--- config.mk ---
export PLATFORM = sky130hd
export DESIGN_NAME = rx_dma_writer
export DESIGN_NICKNAME = d
export VERILOG_FILES = /design/src/rtl/rx_dma_writer.sv
export SDC_FILE = /design/constraint.sdc
export NUM_CORES = 1
export LEC_CHECK = 0
export ABC_AREA = 0
export ABC_CLOCK_PERIOD_IN_PS = 8100
export BUFFER_PORTS_ARGS = -buffer_cell sky130_fd_sc_hd__buf_4
export CORE_UTILIZATION = 61
export CTS_BUF_LIST = sky130_fd_sc_hd__clkbuf_8
export DETAILED_ROUTE_END_ITERATION = 8
export PLACE_DENSITY = 0.88
export SLEW_MARGIN = 25
export SYNTH_ARGS = -nofsm -noshare
export SYNTH_HDL_FRONTEND = slang
export SYNTH_SLANG_ARGS = --single-unit
--- constraint.sdc ---
create_clock -name clk -period 8.1 [get_ports clk]
set_input_delay 1.62 -clock clk [delete_from_list [all_inputs] [get_ports clk]]
set_output_delay 1.62 -clock clk [all_outputs]
set_load 0.05 [all_outputs]
--- src/rtl/rx_dma_writer.sv ---
module rx_dma_writer #(
  parameter int AW = 16
) (
  input  logic          clk,
  input  logic          rst_n,
  input  logic          in_valid,
  input  logic [31:0]   in_data,
  input  logic          in_last,
  input  logic [1:0]    in_nbytes,
  input  logic          in_err,
  input  logic          in_oob,
  output logic          in_ready,
  output logic          mem_we,
  output logic [AW-1:0] mem_addr,
  output logic [31:0]   mem_wdata,
  input  logic          reg_we,
  input  logic [1:0]    reg_addr,
  input  logic [31:0]   reg_wdata,
  output logic [31:0]   reg_rdata,
  output logic          irq_rx
);
  localparam logic [1:0] SEL_CTL = 2'd0;
  localparam logic [1:0] SEL_ADR = 2'd1;
  localparam logic [1:0] SEL_AVL = 2'd2;
  localparam int BIT_EN = 10;
  localparam int BIT_FULL = 9;
  localparam int BIT_RDY = 8;

  logic          en_q, full_q, ready_q, drop_q, hdr_q;
  logic [AW-1:0] wr_q, avail_q, cnt_q, hdr_words_q;
  logic [31:0]   hdr_word_q;
  logic          beat, acc, ovf, take;
  logic [AW:0]   need;
  logic [AW+1:0] bytes_total;
  logic [15:0]   blen, beven;

  assign in_ready = !hdr_q;
  assign beat = in_valid && in_ready;
  assign acc = beat && en_q && !full_q && !drop_q;
  assign need = {1'b0, cnt_q} + (AW+1)'(2);
  assign ovf = acc && (need > {1'b0, avail_q});
  assign take = acc && !ovf;

  assign bytes_total = (AW+2)'(cnt_q) * (AW+2)'(4)
                     + ((in_nbytes == 2'd0) ? (AW+2)'(4) : (AW+2)'(in_nbytes));
  assign blen = 16'(bytes_total);
  assign beven = blen + {15'd0, blen[0]};

  assign mem_we = hdr_q || take;
  assign mem_addr = hdr_q ? wr_q : wr_q + AW'(4) + (cnt_q << 2);
  assign mem_wdata = hdr_q ? hdr_word_q : in_data;
  assign irq_rx = hdr_q;

  always_comb begin
    reg_rdata = '0;
    case (reg_addr)
      SEL_CTL: begin
        reg_rdata[BIT_EN] = en_q;
        reg_rdata[BIT_FULL] = full_q;
        reg_rdata[BIT_RDY] = ready_q;
      end
      SEL_ADR: reg_rdata = 32'(wr_q);
      SEL_AVL: reg_rdata = 32'(avail_q);
      default: reg_rdata = '0;
    endcase
  end

  always_ff @(posedge clk) begin
    if (!rst_n) begin
      en_q <= 1'b0;
      full_q <= 1'b0;
      ready_q <= 1'b0;
      drop_q <= 1'b0;
      hdr_q <= 1'b0;
      wr_q <= '0;
      avail_q <= '0;
      cnt_q <= '0;
      hdr_words_q <= '0;
      hdr_word_q <= '0;
    end else begin
      if (hdr_q) begin
        wr_q <= wr_q + (hdr_words_q << 2);
        avail_q <= avail_q - hdr_words_q;
        ready_q <= 1'b1;
        hdr_q <= 1'b0;
      end
      if (beat && !acc)
        drop_q <= !in_last;
      if (ovf) begin
        full_q <= 1'b1;
        drop_q <= !in_last;
        cnt_q <= '0;
      end
      if (take) begin
        if (in_last) begin
          hdr_q <= 1'b1;
          cnt_q <= '0;
          hdr_words_q <= in_err ? AW'(1) : cnt_q + AW'(2);
          hdr_word_q <= in_err ? 32'hC000_0000
                               : {2'b10, in_oob, 13'd0, beven[15:1], blen[0]};
        end else begin
          cnt_q <= cnt_q + AW'(1);
        end
      end
      if (reg_we) begin
        case (reg_addr)
          SEL_CTL: begin
            en_q <= reg_wdata[BIT_EN];
            full_q <= 1'b0;
            ready_q <= 1'b0;
            cnt_q <= '0;
          end
          SEL_ADR: wr_q <= {reg_wdata[AW-1:2], 2'b00};
          SEL_AVL: avail_q <= reg_wdata[AW-1:0];
          default: ;
        endcase
      end
    end
  end
endmodule

# Yosys cells after proc, flatten, opt, wreduce, memory -nomap -nowiden
# Index checks and enable logic that the tools add are counted.
[op_classes] order_cmp=1 n_eq_ne=2 reduce_logical=20 addsub=9 n_mux=28
[ops] cell="two-way mux 16 bit" n=13
[ops] cell="adder 16 bit" n=2
[ops] cell="two-way mux 32 bit" n=1
[ops] cell="two-way mux 31 bit" n=1
[ops] cell="adder 16 x 2 -> 17 bit, second input constant" n=1
[ops] cell="greater-than comparator 17 x 16 -> 1 bit" n=1
[ops] cell="adder 16 x 1 -> 16 bit" n=1
[ops] cell="adder 16 x 1 -> 16 bit, second input constant" n=1
[ops] cell="adder 16 x 2 -> 16 bit, second input constant" n=1
[ops] cell="adder 16 x 3 -> 16 bit" n=1
[ops] cell="adder 16 x 3 -> 16 bit, second input constant" n=1
[ops] cell="one-hot mux 8 bit (2 select lines)" n=1
[ops] cell="subtractor 16 bit" n=1
[ops] cell="one-hot mux 5 bit (2 select lines)" n=1
[ops] cell="two-way mux 1 bit" n=9
[ops] cell="one-hot mux 3 bit (3 select lines)" n=1
[ops] cell="logical AND 1 bit" n=7
[ops] cell="zero test 1 bit" n=6
[ops] cell="AND reduction 2 bit" n=3
[ops] cell="zero test 2 bit" n=2
[ops] cell="two-way mux 3 bit" n=1
[ops] cell="== test 2 x 1 -> 1 bit, second input constant" n=1
[ops] cell="== test 2 bit, second input constant" n=1
[ops] cell="nonzero test 2 bit" n=1
[ops] cell="logical OR 1 bit" n=1
[word_totals] register_bits=101 wordCells=70 in_bits=75 output_inout_bits=83

# Logic depth before layout (Yosys ltp)
# Gate-level depths: netlist of run 1.
[depth] ltp_word=11 ltp_mapped=19 mapped_depth_nobuf=15

# Least setup slack after synthesis of run 1
# OpenSTA, ideal clock, no wires.
[synth_path] path_type="register to output" start="register cnt_q[8]" end="output mem_we" t_arrival_ps=3626 n_path_buf=1 required_ps=6480 slack_ps=2854 stages_incl_launch_ff=15 path_cell_list="dfxtp_1 -> buf_2 -> and3_1 -> nand2_1 -> nor2_1 -> nand2_1 -> nor2_1 -> xor2_1 -> ha_1 -> a21o_1 -> a21oi_1 -> o211ai_1 -> mux2_2 -> a21o_1 -> o21ai_0"
[synth_between] elab_chain_len=6
[synth_rtl] item="start, declared" line_no="30" text="logic [AW-1:0] wr_q, avail_q, cnt_q, hdr_words_q;"
[synth_rtl] item="start signal, assigned" line_no="102" text="cnt_q <= cnt_q + AW'(1);"
[synth_rtl] item="adder 16 x 2 -> 17 bit" line_no="40" text="assign need = {1'b0, cnt_q} + (AW+1)'(2);"
[synth_rtl] item="greater-than comparator 17 x 16 -> 1 bit" line_no="41" text="assign ovf = acc && (need > {1'b0, avail_q});"
[synth_rtl] item="logical AND 1 bit" line_no="41"
[synth_rtl] item="zero test 1 bit" line_no="42" text="assign take = acc && !ovf;"
[synth_rtl] item="logical AND 1 bit" line_no="42"
[synth_rtl] item="logical OR 1 bit" line_no="49" text="assign mem_we = hdr_q || take;"
[synth_rtl] item="end, declared" line_no="13" text="output logic mem_we,"
# Every way passes these cells.

# Worst setup path in the final report of run 1
# Same ends and word-level chain as after synthesis.

==> flow_metrics.env, run 1 <==
export IMPL_drv_cap=0
export IMPL_cts_root_buf="clkbuf_8"
export IMPL_drc_errors=0
export IMPL_cts_inserted_buffers=9
export IMPL_dp_hpwl_um=15400
export IMPL_synth_cell_area_um2=7620
export IMPL_rsz0062_at_grt="no"
export IMPL_antenna_found_initial=0
export IMPL_layout_min_cycle_time_ps=5540
export IMPL_grt_max_degree=63
export IMPL_syn2layout_area_growth_pct=13.3
export IMPL_final_max_slew_viol_count=0
export IMPL_start_kind="flip-flop"
export IMPL_synthArstFlopShare_pct=0
export IMPL_outcome="completed"
export IMPL_crit_chain="and3_1, nand2_1, nor2_1, nand2_1, nor2_1, xor2_1, ha_1, a21o_1, a21oi_1, o211ai_1, mux2_2, a21o_1, o21ai_0, buf_4"
export IMPL_hold_violations=0
export IMPL_max_freq_mhz=180
export IMPL_grt_usage_pct=31.9
export IMPL_ys_flop_type="dfxtp_1"
export IMPL_grt_overflow=0
export IMPL_yosysTopAreaCell="dfxtp_1"
export IMPL_drtIter0Drc=822
export IMPL_netlist_instances=979
export IMPL_clock_latency_ps=380
export IMPL_cp_slowest_cell="dfxtp_1"
export IMPL_worstMarginPinSlew_ps=971
export IMPL_drive_above_1_share_pct=18.0
export IMPL_wl_um=20700
export IMPL_gp_congestion=0.941
export IMPL_num_vias=7387
export IMPL_relSlewSlack_pct=35.1
export IMPL_setup_violations=0
export IMPL_cts_path_max_buffers=2
export IMPL_hold_path_class="flip-flop to flip-flop"
export IMPL_synth_edf_count=0
export IMPL_hold_buffers=0
export IMPL_grt_pass1_vias=6506
export IMPL_viasPerCell=5.98
export IMPL_p_per_area_nw_per_um2=116
export IMPL_yosys_top_cells_area="dfxtp_1 (23%), ha_1 (13%), a21oi_1 (5.7%), nand2_1 (4.4%), xnor2_1 (4.0%)"
export IMPL_yosys_cell_count_top_type="nand2_1"
export IMPL_firstDrtPassIters=6
export IMPL_ys_seq_elements=86
export IMPL_die_y_um=114
export IMPL_arrival_ps=3920
export IMPL_cts_htree_levels=3
export IMPL_regArea_um2=1730
export IMPL_vdd_drop_max_mv=0.0937
export IMPL_grt_pass1_wl_um=32400
export IMPL_ys_seq_area_share_pct=22.6
export IMPL_coreArea_um2=12100
export IMPL_yosys_warnings=0
export IMPL_multiInputGateArea_um2=5370
export IMPL_ctsResizeCount=0
export IMPL_p_leak_uw=0.00364
export IMPL_numPortBuffers=123
export IMPL_p_total_uw=1000
export IMPL_n_antenna_cell=0
export IMPL_max_stage_delay_ps=570
export IMPL_syn_area_per_cell_um2=7.79
export IMPL_cts_sinks=86
export IMPL_fillers=982
export IMPL_dieArea_um2=12900
export IMPL_min_period_over_period_pct=68.4
export IMPL_final_nets=1219
export IMPL_fin_tns_setup_ps=0
export IMPL_start_util_pct=62.9
export IMPL_design_area_um2=8640
export IMPL_pin_count=158
export IMPL_cts_tree="built"
export IMPL_wl_per_cell_um=16.7
export IMPL_end_kind="output port"
export IMPL_post_cts_setup_buffer_count=0
export IMPL_path_clk_slew_ps=90
export IMPL_cp_top_family="simple AND/OR/NAND/NOR gates"
export IMPL_crit_fanout=10
export IMPL_cp_required_ps=6480
export IMPL_ys_types=66
export IMPL_drtAntennaViolNets=0
export IMPL_crit_type="flip-flop to output port"
export IMPL_post_synth_top_area_fraction_pct=22.6
export IMPL_finClkSkew_ps=11.3
export IMPL_dieWidth_um=114
export IMPL_synth_commonest_cells="nand2_1 (90), a21oi_1 (87), dfxtp_1 (86)"
export IMPL_place_area_um2=8470
export IMPL_critPathBufInv=1
export IMPL_rows=40
worst min-delay path, delay by kind of cell, from the launching register on:
family / cells / cell delay (ps)
AO/OA/AOI/OAI: 1 / 50
flip-flops: 1 / 320
AND/OR/NAND/NOR: 1 / 50
sequential cells by signal (all words and copies together), names as in the netlist:
| register | cells |
|---|---|
| drop_q | 1 |
| avail_q | 16 |
| wr_q | 14 |
| full_q | 1 |
| hdr_words_q | 16 |
| ready_q | 1 |
| hdr_word_q | 19 |
| irq_rx | 1 |
| en_q | 1 |
| cnt_q | 16 |
kinds of logic after synthesis:
kind of cell	share of synthesized area, %
compound gates	19.8
xor+xnor	7.81
fa+ha+maj	13.8
simple gates	22.8
buf+inv	7.80
other cells	0.0492
flops	22.6
mux	5.37
cell type report:
type / instances / area share, %
Sequential cell: 86 / 20.0
Multi-Input combinational cell: 783 / 62.2
Clock inverter: 6 / 0.362
Tap cell: 168 / 2.43
Clock buffer: 10 / 1.59
Timing Repair Buffer: 127 / 11.0
Inverter: 55 / 2.39
cells in the final DEF, fill, tap and decap left out, types with 4 or more instances in the layout:
cell type and instances:
clkbuf_8 10, o211ai_1 14, ha_1 79, nor2_1 63, or3_1 19, mux2i_1 15
xor2_1 33, a31oi_1 5, a21oi_1 87, o21ai_0 59, and2_1 5, a21o_1 17
or3b_2 12, and4_1 4, mux2_2 23, inv_1 58, nand3_1 34, o21a_1 6
buf_4 127, nand4_1 5, nor2b_1 31, nand3b_1 4, or2_2 4, a211oi_1 16
dfxtp_1 85, conb_1 18, and3_1 5, xnor2_1 35, o31ai_1 8, nor3_1 25
a22oi_1 12, a311oi_1 5, nand2_1 89, nand2b_1 8
through the flow:
| step | hold WS, ps | utilization [%] | setup WS (ps) | std cells |
|---|---|---|---|---|
| global placement | 435 | 69.9 | 3090 | 1219 |
| detailed placement | 443 | 69.9 | 3060 | 1219 |
| CTS | 455 | 71.3 | 2590 | 1235 |
| global route | 478 | 71.3 | 2320 | 1235 |
| floorplan | 422 | - | 2850 | 996 |
| finish | 453 | 71.3 | 2560 | 1235 |
where the power goes:
group | total, uW | internal [uW] | switching (uW)
clock | 283 | 116 | 166
sequential | 444 | 430 | 13.6
combinational | 275 | 99.8 | 175
final timing paths:
kind	from	endpoint	slack [ps]	cells past startpoint
setup / recovery	cnt_q[8]	mem_we	2560	14
hold / removal	hdr_word_q[1]	hdr_word_q[1]	450	2
setup reg to reg	cnt_q[8]	hdr_word_q[15]	3360	16
hold reg to reg	hdr_word_q[1]	hdr_word_q[1]	450	2
layer usage:
layer	GRT usage [%]	vias to the layer above	share of wire, %
met5	0	-	0
met4	11.8	0	2.5
met3	6.06	44	8.4
met2	51.5	286	47
met1	42.4	3458	42
li1	-	3599	-
(Power assumes the default switching activity.)
==> inputs of run 2 (changes only) <==
Settings changed: ABC_AREA 0 to 1, ABC_CLOCK_PERIOD_IN_PS 8100 to 5300, CORE_UTILIZATION 61 to 58, PLACE_DENSITY 0.88 to 0.83.
Clock period 8.1 ns to 5.3 ns, I/O delays scaled along.
==> flow_metrics.env, run 2 <==
export IMPL_ff2ff_path_depth=17
export IMPL_cp_slowest_cell="dfxtp_1"
export IMPL_ys_flop_type="dfxtp_1"
export IMPL_crit_chain="ha_1, nand2_1, nor2_1, buf_4, nand2_2, nor3_1, xnor2_1, inv_1, ha_1, nand4_1, nor4_1, nand2_1, nand2_4, nand2_1, nand2_1, buf_4"
export IMPL_dieWidth_um=121
export IMPL_p_total_uw=1710
export IMPL_cts_path_max_buffers=2
export IMPL_cts_htree_levels=3
export IMPL_hp_start="hdr_word_q[31]"
export IMPL_netlist_instances=1358
export IMPL_yosysTopAreaCell="dfxtp_1"
export IMPL_vdd_drop_max_mv=0.139
export IMPL_numPortBuffers=123
export IMPL_cts_root_buf="clkbuf_8"
export IMPL_design_area_um2=9320
export IMPL_synth_commonest_cells="nand2_1 (325), inv_1 (176), nor2_1 (148)"
export IMPL_ys_seq_elements=86
export IMPL_dp_hpwl_um=19300
export IMPL_wl_um=25100
export IMPL_layout_min_cycle_time_ps=4670
export IMPL_r2r_slack_ps=970
export IMPL_cp_required_ps=4240
export IMPL_finClkSkew_ps=12.8
export IMPL_synth_cell_area_um2=8250
export IMPL_cts_sinks=86
export IMPL_arrival_ps=3610
export IMPL_drv_cap=0
export IMPL_syn2layout_area_growth_pct=13.1
export IMPL_path_common_cell="nand2_1"
export IMPL_regMostFlops="hdr_word_q"
export IMPL_path_clk_slew_ps=90
export IMPL_cts_inserted_buffers=9
export IMPL_drtIter0Drc=714
export IMPL_post_synth_top_area_fraction_pct=20.9
export IMPL_grt_pass1_wl_um=40100
export IMPL_place_area_um2=9110
export IMPL_largest_reg_flops=19
export IMPL_end_kind="output port"
export IMPL_stdcell_count=1627
export IMPL_post_cts_setup_buffer_count=0
export IMPL_start_util_pct=59.4
export IMPL_hold_path_class="flip-flop to flip-flop"
export IMPL_min_to="hdr_word_q[31]"
export IMPL_yosys_warnings=0
export IMPL_rows=43
export IMPL_dp_cells=1611
export IMPL_r2r_end="hdr_words_q[9]"
export IMPL_max_freq_mhz=214
export IMPL_coreArea_um2=13900
export IMPL_relSlewSlack_pct=42.4
export IMPL_worstHoldPathCells=2
export IMPL_final_cell_mix="nand2_1 (325), inv_1 (176), nor2_1 (148)"
export IMPL_grt_pass1_vias=8092
export IMPL_fin_tns_setup_ps=0
export IMPL_syn_area_per_cell_um2=6.07
export IMPL_cts_tree="built"
export IMPL_yosys_top_cells_area="dfxtp_1 (21%), nand2_1 (15%), ha_1 (12%), inv_1 (8.0%), a21oi_1 (7.8%)"
export IMPL_cp_top_family="simple AND/OR/NAND/NOR gates"
export IMPL_final_nets=1599
export IMPL_wl_per_cell_um=15.4
export IMPL_grt_usage_pct=34.8
export IMPL_drc_errors=0
export IMPL_max_stage_delay_ps=580
export IMPL_pin_count=158
export IMPL_ys_seq_area_share_pct=20.9
export IMPL_rsz0062_at_grt="no"
export IMPL_synthArstFlopShare_pct=0
export IMPL_die_y_um=121
export IMPL_n_antenna_cell=0
export IMPL_p_per_area_nw_per_um2=183
export IMPL_start_kind="flip-flop"
export IMPL_whs_ps=468
export IMPL_crit_fanout=11
export IMPL_grt_overflow=0
export IMPL_drtAntennaViolNets=0
export IMPL_dieArea_um2=14700
export IMPL_clock_latency_ps=390
export IMPL_p_leak_uw=0.00478
export IMPL_synth_edf_count=0
export IMPL_yosys_cell_count_top_type="nand2_1"
export IMPL_ys_types=41
export IMPL_min_period_over_period_pct=88.1
export IMPL_critPathBufInv=3
export IMPL_crit_type="flip-flop to output port"
export IMPL_antenna_found_initial=0
export IMPL_firstDrtPassIters=5
export IMPL_ctsResizeCount=0
export IMPL_drive_above_1_share_pct=12.5
export IMPL_hold_violations=0
export IMPL_gp_congestion=0.956
export IMPL_worstMarginPinSlew_ps=863
export IMPL_r2r_start="cnt_q[2]"
export IMPL_viasPerCell=5.49
export IMPL_hold_buffers=0
export IMPL_grt_max_degree=59
export IMPL_mostFrequentLayoutCell="nand2_1"
export IMPL_final_max_slew_viol_count=0
export IMPL_num_vias=8925
export IMPL_outcome="completed"
export IMPL_setup_violations=0
==> run 2: worst max path at each step <==
stage,from,end,slack [ps],cells after the start
after CTS,cnt_q[2],mem_we,680,16
after floorplan,cnt_q[0],mem_addr[11],1270,13
after detailed placement,cnt_q[2],mem_we,1120,16
after global routing,cnt_q[2],mem_we,290,16
final,cnt_q[2],mem_we,630,16
after global placement,cnt_q[2],mem_we,1140,16
==> run 2: power by group <==
group          internal [uW]  total (uW)  switching (uW)
logic                    163         517             354
clock network            234         502             268
registers                665         690            25.3
==> run 2: cell type report <==
| class | instances | area [um2] |
|---|---|---|
| Inverter | 193 | 724 |
| Tap cell | 180 | 225 |
| Clock inverter | 6 | 68.8 |
| Timing Repair Buffer | 129 | 968 |
| Clock buffer | 10 | 138 |
| Multi-Input combinational cell | 1023 | 5480 |
| Fill cell | 1368 | 4560 |
| Sequential cell | 86 | 1720 |
==> run 2: stage by stage <==
| step | utilization, % | setup WS, ps |
|---|---|---|
| after global routing | 67.2 | 286 |
| after floorplan | - | 1270 |
| after CTS | 67.2 | 679 |
| after global placement | 65.7 | 1140 |
| after detailed placement | 65.7 | 1120 |
| final | 67.2 | 631 |
==> run 2: cells by family (layout without fill, tap and decap cells) <==
kind of cell               after synthesis  in the layout  share of synthesized area [%]
and+or+nand+nor                        626            626                           32.2
buffers and inverters                  266            338                           13.6
AOI/OAI and AO/OA                      263            263                           16.9
DFF                                     86             86                           20.9
adders and majority gates               82             82                           12.7
xor gates and xnor gates                34             34                           3.61
other                                    1             18                         0.0455
==> run 2: layer usage <==
| layer | global-route usage (%) | part of all wire, % |
|---|---|---|
| met1 | 45.1 | 43 |
| met2 | 56.9 | 46 |
| met3 | 5.73 | 7.0 |
| met4 | 14.5 | 3.3 |
| met5 | 0 | 0 |
==> run 2: worst reg2reg max path: cells and delay by family, from the launching register on <==
| kind | cells | cell delay (ps) |
|---|---|---|
| simple gates | 10 | 1820 |
| fa+ha+maj | 2 | 620 |
| buf+inv | 3 | 610 |
| flops | 1 | 580 |
| compound gates | 1 | 410 |
| xor+xnor | 1 | 190 |
==> inputs of run 3 (changes only) <==
Settings changed: CORE_MARGIN set to 2.
==> flow_metrics.env, run 3 (synthesized netlist as in run 2, its figures left out) <==
export IMPL_outcome="completed"
export IMPL_end_kind="output port"
export IMPL_min_period_over_period_pct=86.7
export IMPL_start_kind="flip-flop"
export IMPL_hp_start="hdr_word_q[31]"
export IMPL_dp_cells=1613
export IMPL_dp_hpwl_um=18900
export IMPL_n_antenna_cell=0
export IMPL_place_area_um2=9130
export IMPL_grt_overflow=0
export IMPL_pin_count=158
export IMPL_arrival_ps=3530
export IMPL_viasPerCell=5.47
export IMPL_hold_path_class="flip-flop to flip-flop"
export IMPL_cts_path_max_buffers=2
export IMPL_coreArea_um2=13900
export IMPL_crit_type="flip-flop to output port"
export IMPL_wl_per_cell_um=15.4
export IMPL_dieArea_um2=15200
export IMPL_p_sw_share_pct=37.2
export IMPL_p_comb_share_pct=29.7
export IMPL_drc_errors=0
export IMPL_layout_min_cycle_time_ps=4590
export IMPL_num_vias=8913
export IMPL_hold_buffers=0
export IMPL_path_common_cell="nand2_1"
export IMPL_drv_cap=0
export IMPL_post_cts_setup_buffer_count=0
export IMPL_antenna_found_initial=0
export IMPL_wl_um=25100
export IMPL_critPathLaunch="cnt_q[2]"
export IMPL_crit_chain="ha_1, nand2_1, nor2_1, buf_4, nand2_2, nor3_1, xnor2_1, inv_1, ha_1, inv_1, nor2_1, nand3_1, nand4_2, nand2_4, nand2_1, nand2_1, buf_4"
export IMPL_cts_sinks=86
export IMPL_dieWidth_um=123
export IMPL_ff2ff_path_depth=18
export IMPL_grt_pass1_vias=7866
export IMPL_syn2layout_area_growth_pct=13.4
export IMPL_grt_pass1_wl_um=39600
export IMPL_hold_violations=0
export IMPL_vdd_drop_max_mv=0.145
export IMPL_critPathBufInv=4
export IMPL_path_clk_slew_ps=100
export IMPL_path_depth=17
export IMPL_cts_inserted_buffers=9
export IMPL_rsz0062_at_grt="no"
export IMPL_drtAntennaViolNets=0
export IMPL_crit_fanout=11
export IMPL_max_freq_mhz=218
export IMPL_stdcell_count=1629
export IMPL_p_per_area_nw_per_um2=187
export IMPL_fin_util_pct=67.4
export IMPL_intPower_uw=1100
export IMPL_r2r_start="cnt_q[2]"
export IMPL_start_util_pct=59.4
export IMPL_p_sw_uw=650
export IMPL_grt_max_degree=61
export IMPL_cts_tree="built"
export IMPL_cts_htree_levels=3
export IMPL_setup_violations=0
export IMPL_fin_tns_setup_ps=0
export IMPL_regMostFlops="hdr_word_q"
export IMPL_relSlewSlack_pct=38.3
export IMPL_final_nets=1601
export IMPL_drive_above_1_share_pct=12.6
export IMPL_largest_reg_flops=19
export IMPL_grt_usage_pct=33.2
export IMPL_worstMarginPinSlew_ps=925
export IMPL_final_max_slew_viol_count=0
export IMPL_cts_root_buf="clkbuf_8"
export IMPL_worstHoldPathCells=2
export IMPL_ctsResizeCount=0
export IMPL_mostFrequentLayoutCell="nand2_1"
export IMPL_final_cell_mix="nand2_1 (325), inv_1 (177), nor2_1 (148)"
export IMPL_max_stage_delay_ps=550
export IMPL_rows=43
export IMPL_seq_power_share_pct=39.5
export IMPL_gp_congestion=1.02
export IMPL_cp_top_family="simple AND/OR/NAND/NOR gates"
export IMPL_firstDrtPassIters=5
export IMPL_p_leak_uw=0.00480
export IMPL_p_clk_share_pct=30.8
export IMPL_die_y_um=123
export IMPL_design_area_um2=9350
export IMPL_drtIter0Drc=699
export IMPL_clock_latency_ps=400
export IMPL_cp_slowest_cell="dfxtp_1"
export IMPL_finClkSkew_ps=20.7
export IMPL_cp_required_ps=4240
export IMPL_numPortBuffers=123
-- run 3: cell types whose count changed in the layout (fill, tap and decap cells not counted), sizes merged --
cell	delta
buf	+2
bufinv	+1
clkinvlp	-1
clkbuf	-1
inv	+2
clkinv	-1
-- run 3: final timing paths --
path | to | slack, ps
worst min register to register | hdr_word_q[31] | 480
worst min-delay path | hdr_word_q[31] | 480
worst max-delay path | mem_we | 710
worst max register to register | hdr_words_q[9] | 1100
-- run 3: per-stage QoR --
stage,power [uW],setup WS [ps],hold WS (ps)
5_1_grt,1820,434,506
4_1_cts,1740,745,477
2_1_floorplan,1080,1270,431
3_3_place_gp,1210,1170,462
3_5_place_dp,1210,1200,460
6_report,1750,707,476
-- run 3: power groups by stage --
stage | clock [uW] | sequential (uW) | combinational (uW)
final | 538 | 690 | 518
after global routing | 563 | 691 | 566
after CTS | 542 | 689 | 511
after detailed placement | 0 | 704 | 508
after global placement | 0 | 703 | 503
after floorplan | 0 | 692 | 384
-- run 3: metal layers --
layer	global-route usage, %	vias to the layer above	wire length, um
met2	53.9	342	11500
met4	13.1	0	911
met3	5.26	60	1840
met1	44.1	3973	10800
li1	-	4538	-
met5	0	-	0
-- run 3: layout make-up --
type / instances / area, um2
repair buffers: 131 / 983
flip-flops and latches: 86 / 1720
fillers: 1314 / 4530
multi-input cells: 1023 / 5480
clock inverters: 7 / 95.1
inverters: 193 / 724
clock buffers: 9 / 124
well taps: 180 / 225
-- run 3: worst min-delay path, stage by stage (launching register included) --
cell     delay (ps)
dfxtp_1         310
inv_1            70
a21oi_1          60
